==> src/rtl/rtone_pkg.sv <==
package rtone_pkg;
   typedef enum logic [2:0] {
      RX_IDLE  = 3'd0,
      RX_BRK   = 3'd1,
      RX_RECOV = 3'd2,
      RX_READY = 3'd3,
      RX_FRAME = 3'd4
   } rx_state_e;

   localparam int unsigned CMD_W  = 8;
   localparam int unsigned ADDR_W = CMD_W - 1;
endpackage

==> src/rtl/rtone_sync.sv <==
module rtone_sync #(
   parameter int unsigned STAGES = 2,
   parameter logic        INIT   = 1'b1
) (
   input  logic clk,
   input  logic rst_n,
   input  logic d_i,
   output logic q_o
);
   logic [STAGES-1:0] chain_q;

   generate
      if (STAGES < 1) begin : g_bad_stages
         $error("rtone_sync: STAGES must be at least 1");
      end
      if (STAGES == 1) begin : g_one
         always_ff @(posedge clk or negedge rst_n) begin
            if (!rst_n) chain_q <= INIT;
            else        chain_q <= d_i;
         end
      end else begin : g_multi
         always_ff @(posedge clk or negedge rst_n) begin
            if (!rst_n) chain_q <= {STAGES{INIT}};
            else        chain_q <= {chain_q[STAGES-2:0], d_i};
         end
      end
   endgenerate

   assign q_o = chain_q[STAGES-1];
endmodule

==> src/rtl/rtone_satcnt.sv <==
module rtone_satcnt #(
   parameter  int unsigned MAXV = 8,
   localparam int unsigned W    = $clog2(MAXV + 1)
) (
   input  logic         clk,
   input  logic         rst_n,
   input  logic         clear_i,
   input  logic         inc_i,
   output logic [W-1:0] cnt_o
);
   generate
      if (MAXV < 1) begin : g_bad_max
         $error("rtone_satcnt: MAXV must be at least 1");
      end
   endgenerate

   always_ff @(posedge clk or negedge rst_n) begin
      if (!rst_n)
         cnt_o <= '0;
      else if (clear_i)
         cnt_o <= '0;
      else if (inc_i && (cnt_o != W'(MAXV)))
         cnt_o <= cnt_o + 1'b1;
   end
endmodule

==> src/rtl/rtone_deser.sv <==
module rtone_deser #(
   parameter  int unsigned W  = 8,
   localparam int unsigned IW = (W > 1) ? $clog2(W) : 1
) (
   input  logic          clk,
   input  logic          rst_n,
   input  logic          clr_i,
   input  logic          wr_i,
   input  logic [IW-1:0] idx_i,
   input  logic          bit_i,
   output logic [W-1:0]  word_nx_o
);
   logic [W-1:0] word_q;

   always_comb begin
      word_nx_o = word_q;
      if (wr_i) word_nx_o[idx_i] = bit_i;
   end

   always_ff @(posedge clk or negedge rst_n) begin
      if (!rst_n)     word_q <= '0;
      else if (clr_i) word_q <= '0;
      else            word_q <= word_nx_o;
   end
endmodule

==> src/rtl/rtone_rx.sv <==
module rtone_rx
   import rtone_pkg::*;
#(
   parameter int unsigned SYNC_STAGES   = 2,
   parameter int unsigned BREAK_CYC     = 40,
   parameter int unsigned RECOV_CYC     = 10,
   parameter int unsigned SAMPLE_CYC    = 8,
   parameter int unsigned STOP_MAX_CYC  = 16,
   parameter int unsigned CYCLE_MIN_CYC = 24,
   parameter int unsigned PAY_W         = 16,
   parameter int unsigned NARROW_W      = 8
) (
   input  logic             clk,
   input  logic             rst_n,
   input  logic             line_i,
   input  logic             wide_i,
   output logic             drive_low_o,
   output logic             cmd_valid_o,
   output logic             cmd_rd_o,
   output logic [6:0]       cmd_addr_o,
   output logic             wr_valid_o,
   output logic [6:0]       wr_addr_o,
   output logic [PAY_W-1:0] wr_data_o,
   output logic             frame_err_o
);
   localparam int unsigned LW  = $clog2(BREAK_CYC + 1);
   localparam int unsigned HW  = $clog2(RECOV_CYC + 1);
   localparam int unsigned FW  = $clog2(CYCLE_MIN_CYC + 1);
   localparam int unsigned BW  = $clog2(PAY_W);
   localparam int unsigned CIW = $clog2(CMD_W);

   generate
      if (SAMPLE_CYC < 2 || SAMPLE_CYC >= STOP_MAX_CYC) begin : g_bad_sample
         $error("rtone_rx: SAMPLE_CYC must lie in 2..STOP_MAX_CYC-1");
      end
      if (STOP_MAX_CYC >= BREAK_CYC) begin : g_bad_stop
         $error("rtone_rx: STOP_MAX_CYC must be below BREAK_CYC");
      end
      if (CYCLE_MIN_CYC <= STOP_MAX_CYC) begin : g_bad_cycle
         $error("rtone_rx: CYCLE_MIN_CYC must exceed STOP_MAX_CYC");
      end
      if (RECOV_CYC < 2) begin : g_bad_recov
         $error("rtone_rx: RECOV_CYC must be at least 2");
      end
      if (PAY_W < CMD_W || NARROW_W >= PAY_W || NARROW_W < 1) begin : g_bad_width
         $error("rtone_rx: need CMD_W <= PAY_W and 1 <= NARROW_W < PAY_W");
      end
   endgenerate

   // line conditioning and edge detection
   logic ln, ln_q, fall;

   rtone_sync #(.STAGES(SYNC_STAGES), .INIT(1'b1)) u_sync (
      .clk(clk), .rst_n(rst_n), .d_i(line_i), .q_o(ln)
   );

   always_ff @(posedge clk or negedge rst_n) begin
      if (!rst_n) ln_q <= 1'b1;
      else        ln_q <= ln;
   end
   assign fall = ln_q & ~ln;

   // duration counters: consecutive low, consecutive high, since last fall
   logic [LW-1:0] lo_cnt;
   logic [HW-1:0] hi_cnt;
   logic [FW-1:0] fr_cnt;

   rtone_satcnt #(.MAXV(BREAK_CYC)) u_lo_cnt (
      .clk(clk), .rst_n(rst_n), .clear_i(ln), .inc_i(~ln), .cnt_o(lo_cnt)
   );
   rtone_satcnt #(.MAXV(RECOV_CYC)) u_hi_cnt (
      .clk(clk), .rst_n(rst_n), .clear_i(~ln), .inc_i(ln), .cnt_o(hi_cnt)
   );
   rtone_satcnt #(.MAXV(CYCLE_MIN_CYC)) u_fr_cnt (
      .clk(clk), .rst_n(rst_n), .clear_i(fall), .inc_i(1'b1), .cnt_o(fr_cnt)
   );

   rx_state_e        state;
   logic [BW-1:0]    bit_idx;
   logic             in_pay;
   logic             wide_q;

   logic brk_hit, stop_late, short_cyc, rec_done, smp_now;
   assign brk_hit   = ~ln && (lo_cnt == LW'(BREAK_CYC - 1));
   assign stop_late = ~ln && (lo_cnt == LW'(STOP_MAX_CYC));
   assign short_cyc = fall && (fr_cnt < FW'(CYCLE_MIN_CYC - 1));
   assign rec_done  = ln && (hi_cnt == HW'(RECOV_CYC - 1));
   assign smp_now   = (state == RX_FRAME) && !fall && (fr_cnt == FW'(SAMPLE_CYC - 1));

   logic cmd_last, pay_last;
   assign cmd_last = (bit_idx == BW'(CMD_W - 1));
   assign pay_last = (bit_idx == (wide_q ? BW'(PAY_W - 1) : BW'(NARROW_W - 1)));

   // bit assembly
   logic             cmd_wr, cmd_clr, pay_wr, pay_clr;
   logic [CMD_W-1:0] cmd_nx;
   logic [PAY_W-1:0] pay_nx;

   assign cmd_clr = (state == RX_READY) && fall;
   assign cmd_wr  = smp_now && !in_pay;
   assign pay_wr  = smp_now && in_pay;
   assign pay_clr = cmd_wr && cmd_last;

   rtone_deser #(.W(CMD_W)) u_cmd_sr (
      .clk(clk), .rst_n(rst_n), .clr_i(cmd_clr), .wr_i(cmd_wr),
      .idx_i(bit_idx[CIW-1:0]), .bit_i(ln), .word_nx_o(cmd_nx)
   );
   rtone_deser #(.W(PAY_W)) u_pay_sr (
      .clk(clk), .rst_n(rst_n), .clr_i(pay_clr), .wr_i(pay_wr),
      .idx_i(bit_idx), .bit_i(ln), .word_nx_o(pay_nx)
   );

   // sequencing
   always_ff @(posedge clk or negedge rst_n) begin
      if (!rst_n) begin
         state       <= RX_IDLE;
         bit_idx     <= '0;
         in_pay      <= 1'b0;
         wide_q      <= 1'b0;
         cmd_valid_o <= 1'b0;
         cmd_rd_o    <= 1'b0;
         cmd_addr_o  <= '0;
         wr_valid_o  <= 1'b0;
         wr_addr_o   <= '0;
         wr_data_o   <= '0;
         frame_err_o <= 1'b0;
      end else begin
         cmd_valid_o <= 1'b0;
         wr_valid_o  <= 1'b0;
         frame_err_o <= 1'b0;
         if (brk_hit) begin
            state <= RX_BRK;
         end else begin
            unique case (state)
               RX_IDLE: ;
               RX_BRK: if (ln) state <= RX_RECOV;
               RX_RECOV: begin
                  if (fall) begin
                     frame_err_o <= 1'b1;
                     state       <= RX_IDLE;
                  end else if (rec_done) begin
                     state <= RX_READY;
                  end
               end
               RX_READY: begin
                  if (fall) begin
                     state   <= RX_FRAME;
                     bit_idx <= '0;
                     in_pay  <= 1'b0;
                  end
               end
               RX_FRAME: begin
                  if (short_cyc || stop_late) begin
                     frame_err_o <= 1'b1;
                     state       <= RX_IDLE;
                  end else if (smp_now) begin
                     if (!in_pay) begin
                        if (cmd_last) begin
                           cmd_valid_o <= 1'b1;
                           cmd_addr_o  <= cmd_nx[ADDR_W-1:0];
                           cmd_rd_o    <= ~cmd_nx[CMD_W-1];
                           if (cmd_nx[CMD_W-1]) begin
                              in_pay  <= 1'b1;
                              bit_idx <= '0;
                              wide_q  <= wide_i;
                           end else begin
                              state <= RX_IDLE;
                           end
                        end else begin
                           bit_idx <= bit_idx + 1'b1;
                        end
                     end else if (pay_last) begin
                        wr_valid_o <= 1'b1;
                        wr_addr_o  <= cmd_addr_o;
                        wr_data_o  <= pay_nx;
                        state      <= RX_IDLE;
                     end else begin
                        bit_idx <= bit_idx + 1'b1;
                     end
                  end
               end
               default: state <= RX_IDLE;
            endcase
         end
      end
   end

   assign drive_low_o = 1'b0;
endmodule

==> config.mk <==
export PLATFORM = sky130hd
export DESIGN_NAME = rtone_rx
export DESIGN_NICKNAME = d
export VERILOG_FILES = /design/src/rtl/rtone_pkg.sv /design/src/rtl/rtone_sync.sv /design/src/rtl/rtone_satcnt.sv /design/src/rtl/rtone_deser.sv /design/src/rtl/rtone_rx.sv
export SDC_FILE = /design/constraint.sdc
export NUM_CORES = 1
export LEC_CHECK = 0
export ABC_AREA = 1
export CAP_MARGIN = 20
export CELL_PAD_IN_SITES_DETAIL_PLACEMENT = 1
export CELL_PAD_IN_SITES_GLOBAL_PLACEMENT = 2
export CORE_MARGIN = 2
export CORE_UTILIZATION = 34
export DETAILED_ROUTE_END_ITERATION = 7
export PLACE_DENSITY_LB_ADDON = 0.1
export SETUP_SLACK_MARGIN = 0.02
export SLEW_MARGIN = 20
export SYNTH_ARGS = -nofsm -noshare
export SYNTH_HDL_FRONTEND = slang
export SYNTH_HIERARCHICAL = 1
export SYNTH_SLANG_ARGS = --single-unit
export TNS_END_PERCENT = 5
==> constraint.sdc <==
create_clock -name clk -period 3 [get_ports clk]
set_input_delay 0.45 -clock clk [delete_from_list [all_inputs] [get_ports clk]]
set_output_delay 0.45 -clock clk [all_outputs]
set_load 0.005 [all_outputs]
## Word level (Yosys, flattened, before mapping)

Index checks and enable logic that the tools add are counted.

| cells by class | value |
|---|---|
| bitwise operators | 6 |
| $add $sub $neg | 4 |
| order comparisons | 5 |
| muxes and demuxes | 60 |
| eq/ne operators | 27 |
| reduce and logical (&&, ||, !) cells | 27 |

Operators with widths:

| kind | number |
|---|---|
| $mux 4 | 10 |
| $mux 3 | 11 |
| $mux 16 | 2 |
| $mux 1 | 23 |
| $bwmux 16 | 1 |
| $mux 8 | 2 |
| $ne 5x4->1 const B | 3 |
| $pmux 3 s5 | 1 |
| $logic_and 1x1->1 | 14 |
| $reduce_and 7->1 | 2 |
| $mux 6 | 2 |
| $ne 4x4->1 const B | 3 |
| $reduce_and 6->1 | 2 |
| $mux 5 | 2 |
| $add 4x1->4 const B | 2 |
| $bwmux 8 | 1 |
| $ne 2x2->1 const B | 4 |
| $pmux 4 s2 | 1 |
| $reduce_and 8->1 | 1 |
| $add 6x1->6 const B | 1 |
| $eq 3x2->1 const B | 2 |
| $eq 6x5->1 const B | 1 |
| $eq 6x6->1 const B | 1 |
| $ne 3x3->1 const B | 2 |
| 27 further kinds | 35 |

| word-level totals | value |
|---|---|
| register bits | 85 |
| input port bits | 4 |
| word-level logic and storage cells | 147 |
| output and inout bits | 35 |

## Depth between registers and ports, before layout

| logic depth | value |
|---|---|
| depth in word-level cells | 14 |
| gate-level depth with buffers | 20 |
| depth with buffers taken out | 20 |

## Hierarchy

Netlist, hierarchy kept.

Modules (own cells, without submodules):

| module | cells an instance | area each (um^2) | instances | seq. area each (um^2) |
|---|---|---|---|---|
| rtone_rx | 299 | 2209.6 | 1 | 1102.3 |
| rtone_deser (u_pay_sr) | 139 | 939.7 | 1 | 400.4 |
| rtone_deser (u_cmd_sr) | 75 | 491.7 | 1 | 200.2 |
| rtone_satcnt (u_lo_cnt) | 53 | 389.1 | 1 | 150.1 |
| rtone_satcnt (u_fr_cnt) | 39 | 344.1 | 1 | 125.1 |
| rtone_satcnt (u_hi_cnt) | 34 | 255.2 | 1 | 100.1 |
| rtone_sync | 2 | 52.6 | 1 | 52.6 |

## Worst setup path before layout

No wires, ideal clock.

| path | value |
|---|---|
| kind | flip-flop to flip-flop |
| start point | reg u_sync.chain_q[1] |
| end point | reg bit_idx[2] |
| required time | 2.881 ns |
| library setup time | 0.119 ns |
| setup slack | 0.672 ns |
| path buffers | 0 |
| period minus slack after synthesis | 2.328 ns |
| stages on the path, launching flop included | 18 |
| arrival time | 2.209 ns |
| path through | dfstp_2 > nor2_2 > nor2_1 > nand2_1 > inv_2 > nand2_1 > nor2_1 > nand2_1 > o21bai_1 > nand2_1 > inv_1 > inv_1 > nand4_1 > o21ai_0 > nor2_2 > nand2_1 > nand2_1 > nand2_1 |

| on the way | value |
|---|---|
| cells in the longest elaborated chain, start to end | 9 |
| elaborated cells between the ends (all ways) | 18 |
| those cells by class | 4 x eq/ne; 2 x mux; 3 x bitwise; 9 x reduce/logical |

RTL lines:

| item | line | RTL |
|---|---|---|
| from (decl) | rtone_sync.sv:10 | `logic [STAGES-1:0] chain_q;` |
| from (signal assigned) | rtone_sync.sv:23 | `if (!rst_n) chain_q <= {STAGES{INIT}};` |
| from (signal assigned) | rtone_sync.sv:24 | `else chain_q <= {chain_q[STAGES-2:0], d_i};` |
| $not 1->1 | rtone_rx.sv:61 | `assign fall = ln_q & ~ln;` |
| $and 1x1->1 | rtone_rx.sv:61 |  |
| net fall | rtone_rx.sv:51 | `logic ln, ln_q, fall;` |
| $logic_not 1->1 | rtone_rx.sv:88 | `assign smp_now = (state == RX_FRAME) && !fall && (fr_cnt == FW'(SAMPLE_CYC - 1));` |
| $logic_and 1x1->1 (2 in series) | rtone_rx.sv:88 |  |
| $logic_and 1x1->1 | rtone_rx.sv:100 | `assign cmd_wr = smp_now && !in_pay;` |
| net cmd_wr | rtone_rx.sv:95 | `logic cmd_wr, cmd_clr, pay_wr, pay_clr;` |
| $mux 8 | rtone_deser.sv:17 | `if (wr_i) word_nx_o[idx_i] = bit_i;` |
| net cmd_nx[7] | rtone_rx.sv:96 | `logic [CMD_W-1:0] cmd_nx;` |
| $ne 4x4->1 (no source line) | -- |  |
| $reduce_and 7->1 (no source line) | -- |  |
| to (signal assigned) | rtone_rx.sv:170 | `bit_idx <= bit_idx + 1'b1;` |
| to (signal assigned) | rtone_rx.sv:178 | `bit_idx <= bit_idx + 1'b1;` |
| to (decl) | rtone_rx.sv:79 | `logic [BW-1:0] bit_idx;` |

The timed path passes the listed nets, and every way through them passes these cells.
A chain may end at the register's enable or synchronous reset.

## Worst setup path after layout

| path | value |
|---|---|
| start point | reg state[1] |
| end point | reg bit_idx[2] |

| on the way | value |
|---|---|
| cells in the longest elaborated chain, start to end | 7 |
| elaborated cells between the ends (all ways) | 14 |
| those cells by class | 7 x eq/ne; 2 x mux; 5 x reduce/logical |

RTL lines:

| item | line | RTL |
|---|---|---|
| from (decl) | rtone_rx.sv:78 | `rx_state_e state;` |
| from (signal assigned) | rtone_rx.sv:116 | `state <= RX_IDLE;` |
| from (signal assigned) | rtone_rx.sv:132 | `state <= RX_BRK;` |
| from (signal assigned) | rtone_rx.sv:136 | `RX_BRK: if (ln) state <= RX_RECOV;` |
| $eq 3x3->1 | rtone_rx.sv:88 |  |
| $logic_and 1x1->1 (2 in series) | rtone_rx.sv:88 |  |
| $logic_and 1x1->1 | rtone_rx.sv:100 |  |
| net cmd_wr | rtone_rx.sv:95 |  |
| $mux 8 | rtone_deser.sv:17 |  |
| net cmd_nx[7] | rtone_rx.sv:96 |  |
| $ne 4x4->1 (no source line) | -- |  |
| $reduce_and 7->1 (no source line) | -- |  |

The timed path passes the listed nets, and every way through them passes these cells.

==> run_results.csv <==
group,metric,value,unit
status,outcome,"completed",
hold_path,min_path_type,"in2async",
yosys,yosysWarnings,6,
finish,final_util,41.8,%
timing,fin_skew,0.00763,ns
clock_tree,numCtsBuffers,9,
detailed_routing,wl,11.1,mm
worst_setup_path,r2r_cells,16,
detailed_routing,first_pass_iters,4,
die,fp.dieArea,14700,um2
clock_tree,clk_latency,0.35,ns
clock_tree,cts.clk_slew.worst_paths,0.06,ns
global_routing,antenna_found_initial,0,
placement,globalplace.congestion,0.835,
worst_setup_path,timing.rr.end,"bit_idx[2]",
detailed_routing,drtIter0Drc,121,
finish,final_cell_mix,"nand2_1 (231), inv_1 (88), dfrtp_1 (82), nor2_1 (63), nand3_1 (57)",
placement,place_inst,852,
detailed_routing,vias,3997,
clock_tree,cts-htree-levels,3,
die,rows,42,
placement,dp_hpwl,7.97,mm
timing,tightest_slew,0.777,ns
worst_setup_path,arrival,2.68,ns
die,initial_utilization,35.1,%
die,ios,39,
die,die-height,121,um
worst_setup_path,critPathMaxFanout,7,
detailed_routing,vias_per_cell,4.60,
global_routing,grt_pass1_vias,4172,
pwr,power.leakage,3.04,nW
worst_setup_path,endpoint,"bit_idx[2]",
finish,drive_above_1_share,10.7,%
finish,antenna_cells,0,
clock_tree,postCtsSetupRepairBufs,0,
clock_tree,postCtsHoldBufs,0,
pwr,ir_drop,260,uV
yosys,synth_area,4680,um2
worst_setup_path,crit_path_start_kind,"flip-flop",
detailed_routing,ant_nets,0,
timing,fin_crit,2.45,ns
worst_setup_path,setup.reg_to_reg.worst_slack,0.55,ns
finish,final_common_cell,"nand2_1",
finish,finalNetCount,698,
pwr,p_per_area,455,nW/um2
clock_tree,cts_resized,0,
finish,stdcell_count,868,
global_routing,grt_pass1_wl,19.6,mm
yosys,synth-seq-area-share,45.5,%
die,coreArea,13300,um2
clock_tree,cts_tree,"done",
timing,fmax,0.409,GHz
placement,port_buffers,37,
finish,fillCellCount,1708,
timing,maxSlewHeadroom,48.2,%
clock_tree,cts_buffer_depth,2,
timing,finalHoldViolations,0,
worst_setup_path,crit_type,"reg2reg",
yosys,synth_seq_cells,85,
yosys,synthCells,641,
yosys,ys_types,36,
yosys,syn_avg_cell_area,7.30,um2
global_routing,grt_max_degree,84,
timing,final-setup-viol-count,0,
detailed_routing,drcViolationCount,0,
worst_setup_path,cp-startpoint,"state[1]",
worst_setup_path,cp.required,3.23,ns
global_routing,overflow,0,
clock_tree,clockRootBuffer,"clkbuf_16",
timing,slew_violations,0,
finish,syn_to_final_growth,19.1,%
timing,post-route-period-util,81.6,%
detailed_routing,avgRoutedWirePerCell,12.8,um
timing,grt_setup_unrepaired,"no",
timing,finalSetupTns,0,ns
worst_setup_path,reg2reg_from,"state[1]",
global_routing,grt_usage,16.7,%
die,die_w,121,um
job,cap_violations,0,
worst_setup_path,critPathCaptureType,"flip-flop",
clock_tree,cts_num_sinks,85,
==> worst min-delay path by stage <==
stage,endpoint,cells after the start
2_1_floorplan,bit_idx[0],0
3_3_place_gp,u_sync/chain_q[1],0
3_5_place_dp,u_sync/chain_q[1],0
4_1_cts,wr_addr_o[0],1
5_1_grt,wr_addr_o[0],1
6_report,wr_addr_o[0],1
==> per-stage QoR <==
step / power (mW) / instance area (um2) / worst slack (ns) / hold WS [ns]
2_1_floorplan: 1.29 / 4700 / 0.672 / 0.154
3_3_place_gp: 1.35 / 5250 / 0.725 / 0.347
3_5_place_dp: 1.35 / 5250 / 0.580 / 0.348
4_1_cts: 2.59 / 5570 / 0.552 / 0.358
5_1_grt: 2.66 / 5580 / 0.306 / 0.238
6_report: 2.54 / 5580 / 0.553 / 0.163
==> power breakdown <==
group / leakage (nW) / internal, mW / switching [mW] / total [mW]
Combinational: 1.72 / 0.0422 / 0.0886 / 0.131
Sequential: 1.17 / 1.17 / 0.0289 / 1.19
Clock: 0.158 / 0.750 / 0.464 / 1.21
Total: 3.04 / 1.96 / 0.582 / 2.54
==> synth_stat cells, drive strengths merged <==
cell type	n	area share, %
bufinv	1	0.37
clkbuf	2	0.19
dfrtp	82	44
ha	7	1.9
o21ai	13	1.6
nand4	19	2.5
nor2	81	8.3
xnor2	1	0.19
xor2	2	0.37
clkdlybuf4s25	1	0.21
and2	1	0.13
conb	2	0.16
inv	103	8.5
nor3	3	0.32
a21oi	5	0.53
o21bai	6	0.96
buf	7	1.0
a211oi	1	0.16
or2	1	0.13
nand2	240	20
dfstp	3	1.7
nand3	60	6.7
==> flip-flops by register name, summed over array words and instances, names as in the netlist <==
name / count
bit_idx: 4
cmd_valid_o: 1
u_fr_cnt/cnt_o: 5
wr_valid_o: 1
wr_addr_o: 7
u_pay_sr/word_q: 16
u_lo_cnt/cnt_o: 6
cmd_rd_o: 1
u_hi_cnt/cnt_o: 4
state: 3
frame_err_o: 1
ln_q: 1
u_cmd_sr/word_q: 8
in_pay: 1
cmd_addr_o: 7
u_sync/chain_q: 2
wide_q: 1
wr_data_o: 16
==> layer usage <==
layer	vias up	wire length, um	global-route usage, %
li1	2049	-	-
met4	0	208	6.90
met3	13	284	2.63
met5	-	0	0
met1	1892	5460	21.8
met2	43	5200	27.7
==> worst max-delay path, stage by stage, from the launching register on <==
cell and delay, ns:
dfrtp_1 0.47, nor2_4 0.17, nand2_4 0.09, inv_2 0.11
nand2_1 0.10, nor2_1 0.15, nand2_1 0.10, o21bai_1 0.15
nand2_1 0.08, inv_1 0.12, inv_1 0.07, nand4_1 0.09
o21ai_0 0.10, nor2_2 0.19, nand2_1 0.14, nand2_1 0.11
nand2_1 0.07
==> logic make-up (layout without fill, tap and decap cells) <==
group	count (synthesis)	in the layout	share of synthesized area (%)
AOI/OAI and AO/OA	25	25	3.29
xor gates and xnor gates	3	3	0.561
adders and majority gates	7	7	1.87
buffers and inverters	114	161	10.3
DFF	85	85	45.5
other	2	6	0.160
and+or+nand+nor	405	405	38.3
==> layout make-up <==
type	instances	area, um2	area share [%]
Clock inverter	6	86.3	1.55
Sequential cell	85	2130	38.2
Timing Repair Buffer	41	402	7.20
Inverter	104	414	7.43
Clock buffer	10	239	4.29
Tap cell	176	220	3.95
Multi-Input combinational cell	446	2080	37.4
Note: power is estimated with default switching activity, not from simulation.
